[config.mk]
export PLATFORM = sky130hd
export DESIGN_NAME = mrpwm_timer
export DESIGN_NICKNAME = d
export VERILOG_FILES = /design/src/rtl/mrpwm_pkg.sv /design/src/rtl/mrpwm_regs.sv /design/src/rtl/mrpwm_counter.sv /design/src/rtl/mrpwm_outputs.sv /design/src/rtl/mrpwm_timer.sv
export SDC_FILE = /design/constraint.sdc
export NUM_CORES = 1
export LEC_CHECK = 0
export ABC_AREA = 1
export BUFFER_PORTS_ARGS = -buffer_cell sky130_fd_sc_hd__buf_2
export CORE_MARGIN = 10
export CORE_UTILIZATION = 61
export DETAILED_ROUTE_END_ITERATION = 10
export PLACE_DENSITY = 0.77
export SYNTH_ARGS = -nofsm -noshare
export SYNTH_HDL_FRONTEND = slang
export SYNTH_SLANG_ARGS = --single-unit
export TNS_END_PERCENT = 1
[constraint.sdc]
create_clock -name clk -period 2.6 [get_ports clk]
set_input_delay 0.52 -clock clk [delete_from_list [all_inputs] [get_ports clk]]
set_output_delay 0.52 -clock clk [all_outputs]
set_load 0.05 [all_outputs]
[src/rtl/mrpwm_pkg.sv]
// Package: shared constants for the match-driven PWM timer.
// Assumes the compare registers occupy addresses 0..NUM_MATCH-1, below the control registers.
package mrpwm_pkg;
    localparam int unsigned ADDR_W = 4;
    localparam int unsigned DATA_W = 32;

    localparam logic [ADDR_W-1:0] A_CTRL  = 4'd7;
    localparam logic [ADDR_W-1:0] A_PRESC = 4'd8;
    localparam logic [ADDR_W-1:0] A_ACT   = 4'd9;
    localparam logic [ADDR_W-1:0] A_OCFG  = 4'd10;
    localparam logic [ADDR_W-1:0] A_FCLR  = 4'd11;

    localparam int unsigned CTRL_RUN_BIT  = 0;
    localparam int unsigned CTRL_HOLD_BIT = 1;
    localparam int unsigned OCFG_EN_LSB   = 8;
    localparam int unsigned ACT_STRIDE    = 3;

    // Decoded per-compare action bits.
    typedef struct packed {
        logic stop;
        logic rst;
        logic irq;
    } match_act_t;
endpackage

[src/rtl/mrpwm_regs.sv]
// Module: register file for the PWM timer.
// Holds the shadow and active compare values, control, prescale, actions and output configuration.
// Assumes one write per cycle. When a stop hit and a control write land in the same cycle, the stop wins for the run bit.
module mrpwm_regs
    import mrpwm_pkg::*;
#(
    parameter int unsigned CNT_W     = 16,
    parameter int unsigned PS_W      = 16,
    parameter int unsigned NUM_MATCH = 7
) (
    input  logic                                clk,
    input  logic                                rst_n,
    input  logic                                wr_en,
    input  logic [ADDR_W-1:0]                   wr_addr,
    input  logic [DATA_W-1:0]                   wr_data,
    input  logic                                stop_hit,
    input  logic                                mr0_hit,
    output logic                                run,
    output logic                                hold,
    output logic [PS_W-1:0]                     prescale,
    output logic [NUM_MATCH-1:0][CNT_W-1:0]     mr_act,
    output logic [NUM_MATCH-1:0]                act_irq,
    output logic [NUM_MATCH-1:0]                act_rst,
    output logic [NUM_MATCH-1:0]                act_stop,
    output logic [NUM_MATCH-2:1]                dbl_sel,
    output logic [NUM_MATCH-2:0]                out_en,
    output logic [NUM_MATCH-1:0]                flag_clr,
    output logic                                load
);
    localparam int unsigned NUM_OUT = NUM_MATCH - 1;
    localparam int unsigned ACT_W   = ACT_STRIDE * NUM_MATCH;

    logic [NUM_MATCH-1:0][CNT_W-1:0] mr_shadow;
    logic [ACT_W-1:0]                act_q;
    logic                            unused_wdata;

    assign unused_wdata = ^wr_data;
    assign load         = hold | mr0_hit;

    // Capture compare-value writes into the shadow copies.
    always_ff @(posedge clk) begin
        if (!rst_n) begin
            mr_shadow <= '0;
        end else if (wr_en) begin
            for (int i = 0; i < NUM_MATCH; i++) begin
                if (wr_addr == ADDR_W'(i)) begin
                    mr_shadow[i] <= wr_data[CNT_W-1:0];
                end
            end
        end
    end

    // Move the shadow copies into the comparators at a cycle boundary or under hold.
    always_ff @(posedge clk) begin
        if (!rst_n) begin
            mr_act <= '0;
        end else if (load) begin
            mr_act <= mr_shadow;
        end
    end

    // Control bits. A stop hit clears run after any same-cycle write.
    always_ff @(posedge clk) begin
        if (!rst_n) begin
            run  <= 1'b0;
            hold <= 1'b0;
        end else begin
            if (wr_en && wr_addr == A_CTRL) begin
                run  <= wr_data[CTRL_RUN_BIT];
                hold <= wr_data[CTRL_HOLD_BIT];
            end
            if (stop_hit) begin
                run <= 1'b0;
            end
        end
    end

    // Prescale, action and output configuration registers.
    always_ff @(posedge clk) begin
        if (!rst_n) begin
            prescale <= '0;
            act_q    <= '0;
            dbl_sel  <= '0;
            out_en   <= '0;
        end else if (wr_en) begin
            if (wr_addr == A_PRESC) prescale <= wr_data[PS_W-1:0];
            if (wr_addr == A_ACT)   act_q    <= wr_data[ACT_W-1:0];
            if (wr_addr == A_OCFG) begin
                dbl_sel <= wr_data[NUM_OUT-1:1];
                out_en  <= wr_data[OCFG_EN_LSB +: NUM_OUT];
            end
        end
    end

    // Split the packed action word into per-compare action fields.
    for (genvar g = 0; g < NUM_MATCH; g++) begin : g_act
        match_act_t fld;
        assign fld         = act_q[ACT_STRIDE*g +: ACT_STRIDE];
        assign act_irq[g]  = fld.irq;
        assign act_rst[g]  = fld.rst;
        assign act_stop[g] = fld.stop;
    end

    // Write-one-to-clear mask for the hit flags.
    assign flag_clr = (wr_en && wr_addr == A_FCLR) ? wr_data[NUM_MATCH-1:0] : '0;
endmodule

[src/rtl/mrpwm_counter.sv]
// Module: prescaler, shared up-counter and the seven comparators.
// A hit is taken on a prescaled tick whose current count equals an active compare value.
// Assumes reset has priority over stop when both hit on the same tick.
module mrpwm_counter #(
    parameter int unsigned CNT_W     = 16,
    parameter int unsigned PS_W      = 16,
    parameter int unsigned NUM_MATCH = 7
) (
    input  logic                            clk,
    input  logic                            rst_n,
    input  logic                            run,
    input  logic                            hold,
    input  logic [PS_W-1:0]                 prescale,
    input  logic [NUM_MATCH-1:0][CNT_W-1:0] mr_act,
    input  logic [NUM_MATCH-1:0]            act_rst,
    input  logic [NUM_MATCH-1:0]            act_stop,
    output logic                            tick,
    output logic [NUM_MATCH-1:0]            match_vec,
    output logic                            stop_hit,
    output logic [CNT_W-1:0]                count
);
    logic [PS_W-1:0] pre_q;
    logic            reset_hit;

    assign tick = run & ~hold & (pre_q == prescale);

    // One comparator per compare register, qualified by the tick.
    for (genvar g = 0; g < NUM_MATCH; g++) begin : g_cmp
        assign match_vec[g] = tick & (count == mr_act[g]);
    end

    assign reset_hit = |(match_vec & act_rst);
    assign stop_hit  = |(match_vec & act_stop);

    // Prescaler: counts clocks and wraps on each tick.
    always_ff @(posedge clk) begin
        if (!rst_n || hold) begin
            pre_q <= '0;
        end else if (tick) begin
            pre_q <= '0;
        end else if (run) begin
            pre_q <= pre_q + 1'b1;
        end
    end

    // Main counter: clears, holds or advances on each tick.
    always_ff @(posedge clk) begin
        if (!rst_n || hold) begin
            count <= '0;
        end else if (tick) begin
            if (reset_hit) begin
                count <= '0;
            end else if (!stop_hit) begin
                count <= count + 1'b1;
            end
        end
    end
endmodule

[src/rtl/mrpwm_outputs.sv]
// Module: output edge logic, hit flags and interrupt request.
// Output k falls on a hit of compare k+1. It rises on a hit of compare 0 (single-edge) or of compare k (double-edge).
// Assumes a fall wins over a rise on the same tick, and a new hit wins over a same-cycle flag clear.
module mrpwm_outputs #(
    parameter int unsigned NUM_MATCH = 7
) (
    input  logic                 clk,
    input  logic                 rst_n,
    input  logic [NUM_MATCH-1:0] match_vec,
    input  logic [NUM_MATCH-2:1] dbl_sel,
    input  logic [NUM_MATCH-2:0] out_en,
    input  logic [NUM_MATCH-1:0] act_irq,
    input  logic [NUM_MATCH-1:0] flag_clr,
    output logic [NUM_MATCH-2:0] pwm_out,
    output logic [NUM_MATCH-1:0] flags,
    output logic                 irq
);
    localparam int unsigned NUM_OUT = NUM_MATCH - 1;

    logic [NUM_OUT-1:0] lvl_q;
    logic [NUM_OUT-1:0] set_ev;
    logic [NUM_OUT-1:0] clr_ev;

    // Pick the rise and fall sources for each output.
    for (genvar k = 0; k < NUM_OUT; k++) begin : g_edge
        if (k == 0) begin : g_fixed
            assign set_ev[k] = match_vec[0];
        end else begin : g_sel
            assign set_ev[k] = dbl_sel[k] ? match_vec[k] : match_vec[0];
        end
        assign clr_ev[k] = match_vec[k+1];
    end

    // Output level registers, with the fall taking priority over the rise.
    always_ff @(posedge clk) begin
        if (!rst_n) begin
            lvl_q <= '0;
        end else begin
            for (int k = 0; k < NUM_OUT; k++) begin
                if (clr_ev[k]) begin
                    lvl_q[k] <= 1'b0;
                end else if (set_ev[k]) begin
                    lvl_q[k] <= 1'b1;
                end
            end
        end
    end

    assign pwm_out = lvl_q & out_en;

    // Sticky hit flags, cleared by writing a one.
    always_ff @(posedge clk) begin
        if (!rst_n) begin
            flags <= '0;
        end else begin
            flags <= (flags & ~flag_clr) | match_vec;
        end
    end

    assign irq = |(flags & act_irq);
endmodule

[src/rtl/mrpwm_timer.sv]
// Module: top level of the match-driven PWM timer.
// Connects the register file, the counter with its comparators, and the output stage.
// Assumes NUM_MATCH is at most 7, so the compare addresses stay below the control registers.
module mrpwm_timer
    import mrpwm_pkg::*;
#(
    parameter int unsigned CNT_W     = 16,
    parameter int unsigned PS_W      = 16,
    parameter int unsigned NUM_MATCH = 7
) (
    input  logic                  clk,
    input  logic                  rst_n,
    input  logic                  wr_en,
    input  logic [ADDR_W-1:0]     wr_addr,
    input  logic [DATA_W-1:0]     wr_data,
    output logic [CNT_W-1:0]      count_value,
    output logic [NUM_MATCH-2:0]  pwm_out,
    output logic [NUM_MATCH-1:0]  match_flags,
    output logic                  irq
);
    logic                            run_q;
    logic                            hold_q;
    logic [PS_W-1:0]                 prescale;
    logic [NUM_MATCH-1:0][CNT_W-1:0] mr_act;
    logic [NUM_MATCH-1:0]            act_irq;
    logic [NUM_MATCH-1:0]            act_rst;
    logic [NUM_MATCH-1:0]            act_stop;
    logic [NUM_MATCH-2:1]            dbl_sel;
    logic [NUM_MATCH-2:0]            out_en;
    logic [NUM_MATCH-1:0]            flag_clr;
    logic                            mr_load;
    logic                            tick;
    logic [NUM_MATCH-1:0]            match_vec;
    logic                            stop_hit;

    mrpwm_regs #(.CNT_W(CNT_W), .PS_W(PS_W), .NUM_MATCH(NUM_MATCH)) u_regs (
        .clk      (clk),
        .rst_n    (rst_n),
        .wr_en    (wr_en),
        .wr_addr  (wr_addr),
        .wr_data  (wr_data),
        .stop_hit (stop_hit),
        .mr0_hit  (match_vec[0]),
        .run      (run_q),
        .hold     (hold_q),
        .prescale (prescale),
        .mr_act   (mr_act),
        .act_irq  (act_irq),
        .act_rst  (act_rst),
        .act_stop (act_stop),
        .dbl_sel  (dbl_sel),
        .out_en   (out_en),
        .flag_clr (flag_clr),
        .load     (mr_load)
    );

    mrpwm_counter #(.CNT_W(CNT_W), .PS_W(PS_W), .NUM_MATCH(NUM_MATCH)) u_counter (
        .clk       (clk),
        .rst_n     (rst_n),
        .run       (run_q),
        .hold      (hold_q),
        .prescale  (prescale),
        .mr_act    (mr_act),
        .act_rst   (act_rst),
        .act_stop  (act_stop),
        .tick      (tick),
        .match_vec (match_vec),
        .stop_hit  (stop_hit),
        .count     (count_value)
    );

    mrpwm_outputs #(.NUM_MATCH(NUM_MATCH)) u_outputs (
        .clk       (clk),
        .rst_n     (rst_n),
        .match_vec (match_vec),
        .dbl_sel   (dbl_sel),
        .out_en    (out_en),
        .act_irq   (act_irq),
        .flag_clr  (flag_clr),
        .pwm_out   (pwm_out),
        .flags     (match_flags),
        .irq       (irq)
    );
endmodule

==> reports/metrics.yaml <==
status: "completed"
synth-seq-area-share: 0.450
ys_async_sr_fraction: 0
firstDrtPassIters: 5
final-hold-violation-count: 0
avgSynthCellArea_sq_um: 7.36
num_io_pins: 69
syn-instance-count: 1930
fp.dieW_microns: 173
instances_no_fill: 2320
diodes: 0
fin_crit_ns: 2.46
start_util: 0.623
fmax_mhz: 406
leakagePower_nw: 6.90
grt_max_degree: 280
min_path_type: "input pin to flip-flop"
crit_path_cell_trace: "buf_4, xnor2_1, nand3_1, nor2_1, nand2_1, nor2_2, nand3_1, nand2_1, clkinv_1, nand2_2, nor2_4, buf_4, buf_12, nand2_1, nand3_1, nand2_1, nor2_2"
synth.distinct_cells: 41
cts.sinks: 319
cts_tree: "yes"
synthFlopType: "dfxtp_1"
critPathRequiredTime_ns: 3.01
htree_levels: 2
fp.dieH_microns: 173
cts-root-buf: "clkbuf_16"
num_vias: 12570
ir_drop_uv: 524
cts_hold_repair.buffers: 0
yosysWarnings: 0
syn2layout_area_growth_pct: 14.0
grt_pass1_wl_microns: 60400
grt_pass1_vias: 11607
synth-seq-cells: 319
finish.utilization: 0.710
drc: 0
track_usage: 0.242
fin_nets: 2023
synth-edff-count: 0
relSlewSlack: 0.350
cap_violations: 0
wire_per_inst_microns: 16.3
vias_per_cell: 5.42
critical_path_arrival_ns: 2.87
critPathLaunchType: "flip-flop"
worstSetupPathType: "flip-flop to flip-flop"
io_buffers: 57
grt-busiest-layer: "met2"
clock_path_buffers: 3
drt-total-wl_microns: 37700
antenna_found_initial: 1
crit_family: "simple AND/OR/NAND/NOR gates"
fin_crit_sh: 0.946
clock_latency_ns: 0.51
grt_use_met2: 0.407
crit_cells: 17
use_met1: 0.317
met3_usage: 0.0307
crit_path_frequent_cell: "nand2_1"
setup_viol: 0
dieArea_sq_mm: 0.0298
gp_congestion: 0.917
placedCellCount: 2253
hold_depth: 3
core-area_sq_mm: 0.0228
worst_slew_pin_slew_ns: 0.975
dp_hpwl_microns: 24900
cpPeakStageDelay_ns: 0.36
syn-cell-area_sq_mm: 0.0142
synth.net_count: 1971
cts_buffers: 34
slew_violations: 0
p_per_area_mw_per_mm2: 697
design_area_sq_mm: 0.0162
multi_input_area_sq_mm: 0.00667
seq_area_sq_mm: 0.00639
drt_iter0_markers: 1279
num_rows: 55
path_max_fanout: 11
ant_nets: 0
cp_slowest_cell: "dfxtp_1"
rr_worst_depth: 17
fillers: 1893
place_area_sq_mm: 0.0149
clock_skew_ns: 0.0121
drive_gt1_frac: 0.124
rsz0062_at_grt: "yes"
gr-total-overflow: 0
cp-end-kind: "flip-flop"
clk_pin_slew_ns: 0.06
worst-path-buf-inv: 4
-- layout make-up --
cell class | instances | area share
Clock buffer | 53 | 0.0671
Inverter | 145 | 0.0337
Multi-Input combinational cell | 1351 | 0.412
Tap cell | 313 | 0.0242
Clock inverter | 8 | 0.00603
Sequential cell | 319 | 0.395
Timing Repair Buffer | 131 | 0.0616
-- Yosys cell counts (10+ instances only) --
master,instances,area share
a21oi_1,155,0.055
buf_1,10,0.0026
buf_2,13,0.0046
buf_4,17,0.0090
buf_6,11,0.0087
clkbuf_1,63,0.017
clkinv_1,14,0.0037
dfxtp_1,319,0.45
inv_1,116,0.031
inv_2,15,0.0040
nand2_1,222,0.059
nand3_1,83,0.029
nand4_1,18,0.0079
nor2_1,385,0.10
nor2_2,21,0.0093
nor3_1,13,0.0046
o21ai_0,290,0.10
xnor2_1,83,0.051
xor2_1,34,0.021
-- routing by layer --
layer	up-vias	part of all wire
li1	6310	-
met1	5779	0.43
met2	405	0.48
met3	74	0.062
met4	2	0.023
met5	-	0.00034
-- worst reg2reg max path: stages (launching register included) --
cell and delay (ns):
dfxtp_1 0.36, buf_4 0.23, xnor2_1 0.15, nand3_1 0.10
nor2_1 0.16, nand2_1 0.15, nor2_2 0.25, nand3_1 0.12
nand2_1 0.08, clkinv_1 0.07, nand2_2 0.08, nor2_4 0.04
buf_4 0.14, buf_12 0.14, nand2_1 0.06, nand3_1 0.09
nand2_1 0.10, nor2_2 0.03
-- cell families after synthesis --
| family | Yosys count | share of synthesized area |
|---|---|---|
| xor gates and xnor gates | 117 | 0.0722 |
| buffers and inverters | 260 | 0.0810 |
| adders and majority gates | 2 | 0.00176 |
| DFF | 319 | 0.450 |
| AOI/OAI and AO/OA | 453 | 0.162 |
| and+or+nand+nor | 779 | 0.234 |
-- cell usage in the layout (no fill, tap or decap), types with 10 or more instances in the layout --
cell / Yosys / final
buf_4: 17 / 62
nand4_1: 18 / 18
o21ai_0: 290 / 290
inv_2: 15 / 14
clkbuf_8: 0 / 10
nand2_1: 222 / 221
nor3_1: 13 / 13
xnor2_1: 83 / 83
buf_2: 13 / 56
buf_12: 0 / 12
xor2_1: 34 / 34
nor2_2: 21 / 21
clkbuf_16: 0 / 37
clkinv_1: 14 / 14
inv_1: 116 / 116
dfxtp_1: 319 / 316
nand3_1: 83 / 83
nor2_1: 385 / 384
a21oi_1: 155 / 155
-- flip-flops by register name, summed over array words and instances, names as in the netlist --
| register | cells |
|---|---|
| u_regs.dbl_sel | 5 |
| u_regs.hold | 1 |
| u_regs.mr_shadow | 112 |
| u_regs.prescale | 16 |
| u_regs.out_en | 6 |
| u_counter.count | 16 |
| u_regs.run | 1 |
| u_outputs.lvl_q | 6 |
| u_regs.act_q | 21 |
| u_regs.mr_act | 112 |
| u_outputs.flags | 7 |
| u_counter.pre_q | 16 |
-- path summary, 6_finish.rpt --
path,start,endpoint,slack (ns)
worst max-delay path,u_counter.count[13],u_counter.count[3],0.14
worst max register to register,u_counter.count[13],u_counter.count[3],0.14
worst min-delay path,wr_data[18],u_regs.act_q[18],0.25
worst min register to register,u_regs.mr_shadow[53],u_regs.mr_shadow[53],0.45
-- power by group --
group	internal, mW	total, mW	switching (mW)	leakage (nW)
clock network	3.07	5.02	1.95	0.575
registers	5.03	5.11	0.0850	2.58
logic	0.397	1.14	0.741	3.74
-- stage by stage --
| stage | setup WS, ns | power [mW] | TNS, ns | hold WS, ns |
|---|---|---|---|---|
| 6_report | 0.139 | 11.3 | 0 | 0.247 |
| 5_1_grt | -0.00619 | 11.6 | -0.00619 | 0.256 |
| 4_1_cts | 0.0413 | 11.3 | 0 | 0.237 |
| 3_5_place_dp | 0.0521 | 6.33 | 0 | 0.434 |
| 3_3_place_gp | 0.112 | 6.30 | 0 | 0.429 |
| 2_1_floorplan | 0.293 | 5.92 | 0 | 0.420 |
-- timing repair --
action                                  in CTS  in global routing
setup buffers                                0                  6
endpoints found under the setup margin       0                 15
resized for setup                            0                  5
Power figures use the tool's default switching activity.
